===== config.mk =====
export PLATFORM = sky130hd
export DESIGN_NAME = dsd_validity_monitor
export DESIGN_NICKNAME = d
export VERILOG_FILES = /design/src/rtl/dsdmon_pkg.sv /design/src/rtl/dsdmon_window.sv /design/src/rtl/dsdmon_detect.sv /design/src/rtl/dsdmon_shaper.sv /design/src/rtl/dsd_validity_monitor.sv
export SDC_FILE = /design/constraint.sdc
export NUM_CORES = 1
export LEC_CHECK = 0
export BUFFER_PORTS_ARGS = -buffer_cell sky130_fd_sc_hd__buf_2
export CORE_MARGIN = 3
export CORE_UTILIZATION = 55
export CTS_CLUSTER_DIAMETER = 150
export DETAILED_ROUTE_END_ITERATION = 6
export PLACE_DENSITY_LB_ADDON = 0.1
export SETUP_SLACK_MARGIN = 0.5
export SLEW_MARGIN = 5
export SYNTH_ARGS = -nofsm -noshare
export SYNTH_HDL_FRONTEND = slang
export SYNTH_SLANG_ARGS = --single-unit

===== constraint.sdc =====
create_clock -name clk -period 3.8 [get_ports clk]
set_input_delay 0.38 -clock clk [delete_from_list [all_inputs] [get_ports clk]]
set_output_delay 0.38 -clock clk [all_outputs]
set_load 0.01 [all_outputs]

===== src/rtl/dsdmon_pkg.sv =====
// Package: shared sizing for the DSD validity monitor.
// Assumes: the window length fits comfortably in a small counter.
package dsdmon_pkg;
    // Number of bits held in the sliding history window.
    localparam int unsigned WIN_LEN    = 28;
    // Majority threshold: more than this many equal bits trips density.
    localparam int unsigned DENS_LIMIT = 24;
    // Counter width able to hold 0..WIN_LEN.
    localparam int unsigned CNT_W      = $clog2(WIN_LEN + 1);
endpackage


===== src/rtl/dsdmon_window.sv =====
// Module: dsdmon_window
// Keeps the last WIN accepted bits, a running ones count and a fill
// counter. It exposes the counts that would hold once the bit now on
// bit_in is accepted, so that later stages can act on the same edge.
// Assumes: adv is high for exactly one clock per stream bit.
module dsdmon_window #(
    parameter int unsigned WIN = dsdmon_pkg::WIN_LEN,
    parameter int unsigned CW  = dsdmon_pkg::CNT_W
) (
    input  logic          clk,
    input  logic          rst_n,
    input  logic          adv,
    input  logic          bit_in,
    output logic [CW-1:0] ones_nxt,
    output logic          full_nxt
);
    logic [WIN-1:0] hist_q;
    logic [CW-1:0]  ones_q;
    logic [CW-1:0]  fill_q;
    logic [CW-1:0]  fill_nxt;
    logic           leaving;

    // Purpose: bit dropping out of the window (zero until the window is full).
    always_comb begin
        leaving = (fill_q == CW'(WIN)) ? hist_q[WIN-1] : 1'b0;
    end

    // Purpose: count of ones and fill level if the current bit is taken.
    always_comb begin
        ones_nxt = ones_q + {{(CW-1){1'b0}}, bit_in} - {{(CW-1){1'b0}}, leaving};
        fill_nxt = (fill_q == CW'(WIN)) ? fill_q : fill_q + 1'b1;
        full_nxt = (fill_nxt == CW'(WIN));
    end

    // Purpose: shift history and update counters on each accepted bit.
    always_ff @(posedge clk) begin
        if (!rst_n) begin
            hist_q <= '0;
            ones_q <= '0;
            fill_q <= '0;
        end else if (adv) begin
            hist_q <= {hist_q[WIN-2:0], bit_in};
            ones_q <= ones_nxt;
            fill_q <= fill_nxt;
        end
    end
endmodule


===== src/rtl/dsdmon_detect.sv =====
// Module: dsdmon_detect
// Turns the window counts into the stuck-level and density conditions.
// It gives both the look-ahead result, for output shaping, and the
// result latched at the last accepted bit, for the flags.
// Assumes: the counts come from dsdmon_window with the same WIN.
module dsdmon_detect #(
    parameter int unsigned WIN = dsdmon_pkg::WIN_LEN,
    parameter int unsigned HI  = dsdmon_pkg::DENS_LIMIT,
    parameter int unsigned CW  = dsdmon_pkg::CNT_W
) (
    input  logic          clk,
    input  logic          rst_n,
    input  logic          adv,
    input  logic [CW-1:0] ones_nxt,
    input  logic          full_nxt,
    output logic          stuck_nxt,
    output logic          dense_nxt,
    output logic          stuck_q,
    output logic          dense_q
);
    // Fewer ones than this means more than HI zeros.
    localparam int unsigned LO = WIN - HI;

    // Purpose: evaluate both conditions on the look-ahead window.
    always_comb begin
        stuck_nxt = full_nxt && ((ones_nxt == CW'(WIN)) || (ones_nxt == '0));
        dense_nxt = full_nxt && ((ones_nxt > CW'(HI)) || (ones_nxt < CW'(LO)));
    end

    // Purpose: hold the conditions of the window as of the last accepted bit.
    always_ff @(posedge clk) begin
        if (!rst_n) begin
            stuck_q <= 1'b0;
            dense_q <= 1'b0;
        end else if (adv) begin
            stuck_q <= stuck_nxt;
            dense_q <= dense_nxt;
        end
    end
endmodule


===== src/rtl/dsdmon_shaper.sv =====
// Module: dsdmon_shaper
// Registers the outgoing bit: the input bit normally, or an alternating
// idle pattern (starting at 0) while replacement is requested.
// Assumes: replace is already forced low by the caller under bypass.
module dsdmon_shaper (
    input  logic clk,
    input  logic rst_n,
    input  logic adv,
    input  logic bit_in,
    input  logic replace,
    output logic bit_out
);
    logic phase_q;

    // Purpose: emit one output bit per accepted input bit.
    always_ff @(posedge clk) begin
        if (!rst_n) begin
            bit_out <= 1'b0;
            phase_q <= 1'b0;
        end else if (adv) begin
            if (replace) begin
                bit_out <= phase_q;
                phase_q <= ~phase_q;
            end else begin
                bit_out <= bit_in;
                phase_q <= 1'b0;
            end
        end
    end
endmodule


===== src/rtl/dsd_validity_monitor.sv =====
// Module: dsd_validity_monitor (top)
// Watches a one-bit DSD stream for stuck levels and one-sided density,
// raises mute / attenuate requests, and substitutes an idle pattern on
// the output while a request is active. Bypass gives raw pass-through.
// Assumes: one stream bit per bit_vld pulse; controls are level signals.
module dsd_validity_monitor #(
    parameter int unsigned WIN = dsdmon_pkg::WIN_LEN,
    parameter int unsigned HI  = dsdmon_pkg::DENS_LIMIT
) (
    input  logic clk,
    input  logic rst_n,
    input  logic bit_vld,
    input  logic bit_in,
    input  logic static_chk_off,
    input  logic dens_chk_on,
    input  logic bypass,
    output logic bit_out,
    output logic mute_req,
    output logic atten_req
);
    localparam int unsigned CW = $clog2(WIN + 1);

    logic [CW-1:0] ones_nxt;
    logic          full_nxt;
    logic          stuck_nxt;
    logic          dense_nxt;
    logic          stuck_q;
    logic          dense_q;
    logic          stuck_on;
    logic          dense_on;
    logic          replace;

    dsdmon_window #(.WIN(WIN), .CW(CW)) u_win (
        .clk      (clk),
        .rst_n    (rst_n),
        .adv      (bit_vld),
        .bit_in   (bit_in),
        .ones_nxt (ones_nxt),
        .full_nxt (full_nxt)
    );

    dsdmon_detect #(.WIN(WIN), .HI(HI), .CW(CW)) u_det (
        .clk       (clk),
        .rst_n     (rst_n),
        .adv       (bit_vld),
        .ones_nxt  (ones_nxt),
        .full_nxt  (full_nxt),
        .stuck_nxt (stuck_nxt),
        .dense_nxt (dense_nxt),
        .stuck_q   (stuck_q),
        .dense_q   (dense_q)
    );

    // Purpose: gate each check by its control and by bypass.
    always_comb begin
        stuck_on = !static_chk_off && !bypass;
        dense_on = dens_chk_on && !bypass;
        replace  = (stuck_nxt && stuck_on) || (dense_nxt && dense_on);
    end

    // Purpose: drive the flags, mute taking priority over attenuate.
    always_comb begin
        mute_req  = stuck_q && stuck_on;
        atten_req = dense_q && dense_on && !mute_req;
    end

    dsdmon_shaper u_shp (
        .clk     (clk),
        .rst_n   (rst_n),
        .adv     (bit_vld),
        .bit_in  (bit_in),
        .replace (replace),
        .bit_out (bit_out)
    );
endmodule


==> impl_metrics.env <==
export IMPL_clk_pin_slew_worst_paths_ns=0.12
export IMPL_final_cell_mix="nor2_1, dfxtp_1, mux2i_1, a21oi_1"
export IMPL_vias=1449
export IMPL_diodes=0
export IMPL_synth_edff_count=0
export IMPL_fin_cells=269
export IMPL_cpLargestDelayFamily="adder cells"
export IMPL_cp_arrival_ns=3.41
export IMPL_grt_overflow_total=0
export IMPL_grt_pass1_vias=1388
export IMPL_multiInputGateArea_mm2=0.00111
export IMPL_place_congestion=0.921
export IMPL_chipWidth_um=65.6
export IMPL_fin_crit_ns=3.16
export IMPL_ant_nets=0
export IMPL_hold_path_cell_count=3
export IMPL_finalWorstSetupSlack_ns=0.640
export IMPL_cts_made_buffers=5
export IMPL_slew_headroom_pct=22.0
export IMPL_floorplan_initialDensity_pct=57.6
export IMPL_grt_usage_pct=17.8
export IMPL_rr_worst_depth=15
export IMPL_fin_hold_ws_ns=0.321
export IMPL_synth_nets=225
export IMPL_fin_nets=237
export IMPL_cts_tree="built"
export IMPL_wire_per_inst_um=12.9
export IMPL_drc_errors=0
export IMPL_pre_cts_ws_ns=0.296
export IMPL_clock_skew_ns=0.00848
export IMPL_core_area_mm2=0.00339
export IMPL_power_density_mw_per_mm2=387
export IMPL_worst_ep_required_time_ns=4.05
export IMPL_ctsRootBufferMaster="clkbuf_4"
export IMPL_fin_tns_setup_ns=0
export IMPL_dp_cells=256
export IMPL_die_h_um=65.6
export IMPL_hold_path_class="input port to register"
export IMPL_rsz0062_at_grt="false"
export IMPL_status="finished clean"
export IMPL_ys_flop_type="dfxtp_1"
export IMPL_p_leak_nw=0.925
export IMPL_ys_seq_area_share_pct=43.0
export IMPL_antenna_found_initial=0
export IMPL_fin_crit_sh_pct=83.2
export IMPL_ff_latch_area_um2=848
export IMPL_routed_via_density=5.39
export IMPL_hold_viol_final=0
export IMPL_clock_sinks=42
export IMPL_fin_util_pct=65.3
export IMPL_final_common_cell="nor2_1"
export IMPL_worst_setup_path_type="register to register"
export IMPL_grt_max_degree=42
export IMPL_clock_path_buffers=2
export IMPL_path_buf_inv=2
export IMPL_detail_route_iter0_violations=88
export IMPL_ir_worst_vdd_uv=241
export IMPL_async_flop_share_pct=0
export IMPL_clock_latency_ns=0.35
export IMPL_tightest_slew_ns=1.17
export IMPL_netlist_instances=210
export IMPL_maxSlewViolCount=0
export IMPL_slowest_stage="dfxtp_4"
export IMPL_io_pins=10
export IMPL_area_delta_synth_final_pct=13.3
export IMPL_grt_pass1_wl_mm=5.93
export IMPL_synth_area_mm2=0.00195
export IMPL_layout_drive_gt1_share_pct=20.6
export IMPL_nFillCells=268
export IMPL_synth_warnings=0
export IMPL_end_kind="register"
export IMPL_syn_area_per_cell_um2=9.30
export IMPL_ys_ff_latch=42
export IMPL_crit_chain="inv_4 -> ha_4 -> and3_4 -> and3_4 -> ha_4 -> inv_2 -> ha_4 -> fa_2 -> a21o_1 -> a21oi_4 -> xnor2_2 -> mux2_4 -> o22ai_4 -> mux2i_1 -> a21oi_1"
export IMPL_maxCapViolations=0
export IMPL_wirelength_mm=3.46
export IMPL_finalSetupViolCount=0
export IMPL_cpPeakStageDelay_ns=0.40
export IMPL_num_rows=21
export IMPL_path_depth=15
export IMPL_port_buffers=9
export IMPL_max_freq_mhz=316
export IMPL_cpMostUsedCell="ha_4"
export IMPL_h_tree_depth=2
export IMPL_hpwlAfterDp_mm=2.36
export IMPL_yosysUniqueCellTypes=35
export IMPL_crit_path_max_fanout=5
export IMPL_dieArea_mm2=0.00430
export IMPL_cp_start_kind="register"
export IMPL_dr_pass1_iters=4
[report_power, final]
part	switching (W)	internal (W)	leakage, nW
clock	0.000143	0.0000728	0.0322
combinational	0.0000930	0.0000878	0.552
sequential	0.00000891	0.000451	0.341
[logic make-up (layout without fill, tap and decap cells)]
| kind of cell | Yosys count | count (layout) | synth area share [%] |
|---|---|---|---|
| AOI/OAI and AO/OA | 25 | 25 | 9.16 |
| xor gates and xnor gates | 6 | 6 | 2.69 |
| adders and majority gates | 8 | 8 | 5.51 |
| buffers and inverters | 22 | 35 | 4.42 |
| DFF | 42 | 42 | 43.0 |
| muxes | 36 | 36 | 18.8 |
| and+or+nand+nor | 71 | 71 | 16.3 |
[worst min-delay path: stages]
cell,delay [ns]
buf_2,0.11
o21ai_0,0.10
a21oi_1,0.05
[path summary, 6_finish.rpt]
check	start	end	slack, ns
worst min register to register	u_shp.phase_q$_SDFFE_PN0P_	u_shp.phase_q$_SDFFE_PN0P_	0.49
worst max-delay path	u_win.fill_q[1]$_SDFFE_PN0P_	u_shp.bit_out$_SDFFE_PN0P_	0.64
worst min-delay path	rst_n	u_shp.bit_out$_SDFFE_PN0P_	0.32
worst max register to register	u_win.fill_q[1]$_SDFFE_PN0P_	u_shp.bit_out$_SDFFE_PN0P_	0.64
[synth_stat cells, types with 2 or more instances]
cell type / instances / area share, %
a21o_1: 3 / 1.2
and3_2: 2 / 0.77
clkbuf_1: 7 / 1.3
nor2_1: 45 / 8.6
dfxtp_1: 42 / 43
buf_1: 2 / 0.38
ha_1: 7 / 4.5
nand3_1: 4 / 1.0
xnor2_1: 5 / 2.2
o21ai_0: 3 / 0.77
nand2_1: 8 / 1.5
nor3_1: 2 / 0.51
nand4_1: 2 / 0.64
mux2i_1: 33 / 17
a21oi_1: 12 / 3.1
inv_1: 12 / 2.3
nand3b_1: 2 / 0.77
mux2_2: 2 / 1.2
[repair_timing]
item                                   CTS  global route
gates resized for setup                  7            13
setup endpoints to repair                4             4
hold buffers                             0             0
setup buffers                            2             3
pin swaps                                1             8
endpoints found under the hold margin    0             0
[routing by layer]
layer  track usage (%)  wire length [um]
met1              21.4              1620
met2              29.2              1630
met3              4.62               130
met4              9.33                79
met5                 0                 0
[flip-flops by register name, indices dropped and copies added (netlist names)]
name,count
u_det.dense_q,1
u_win.hist_q,28
u_det.stuck_q,1
u_shp.phase_q,1
u_win.fill_q,5
u_win.ones_q,5
u_shp.bit_out,1
[through the flow]
stage / total power, W / cell area, um^2
floorplan: 0.000588 / 1960
global placement: 0.000606 / 2030
detailed placement: 0.000614 / 2030
CTS: 0.000842 / 2130
global route: 0.000901 / 2210
finish: 0.000856 / 2210
[area by class of cell]
type / instances / share of cell area (%)
Timing Repair Buffer: 15 / 4.07
Sequential cell: 42 / 38.3
Clock inverter: 2 / 0.622
Clock buffer: 6 / 1.87
Tap cell: 46 / 2.60
Multi-Input combinational cell: 146 / 50.4
Inverter: 12 / 2.15
(Power assumes the default switching activity.)
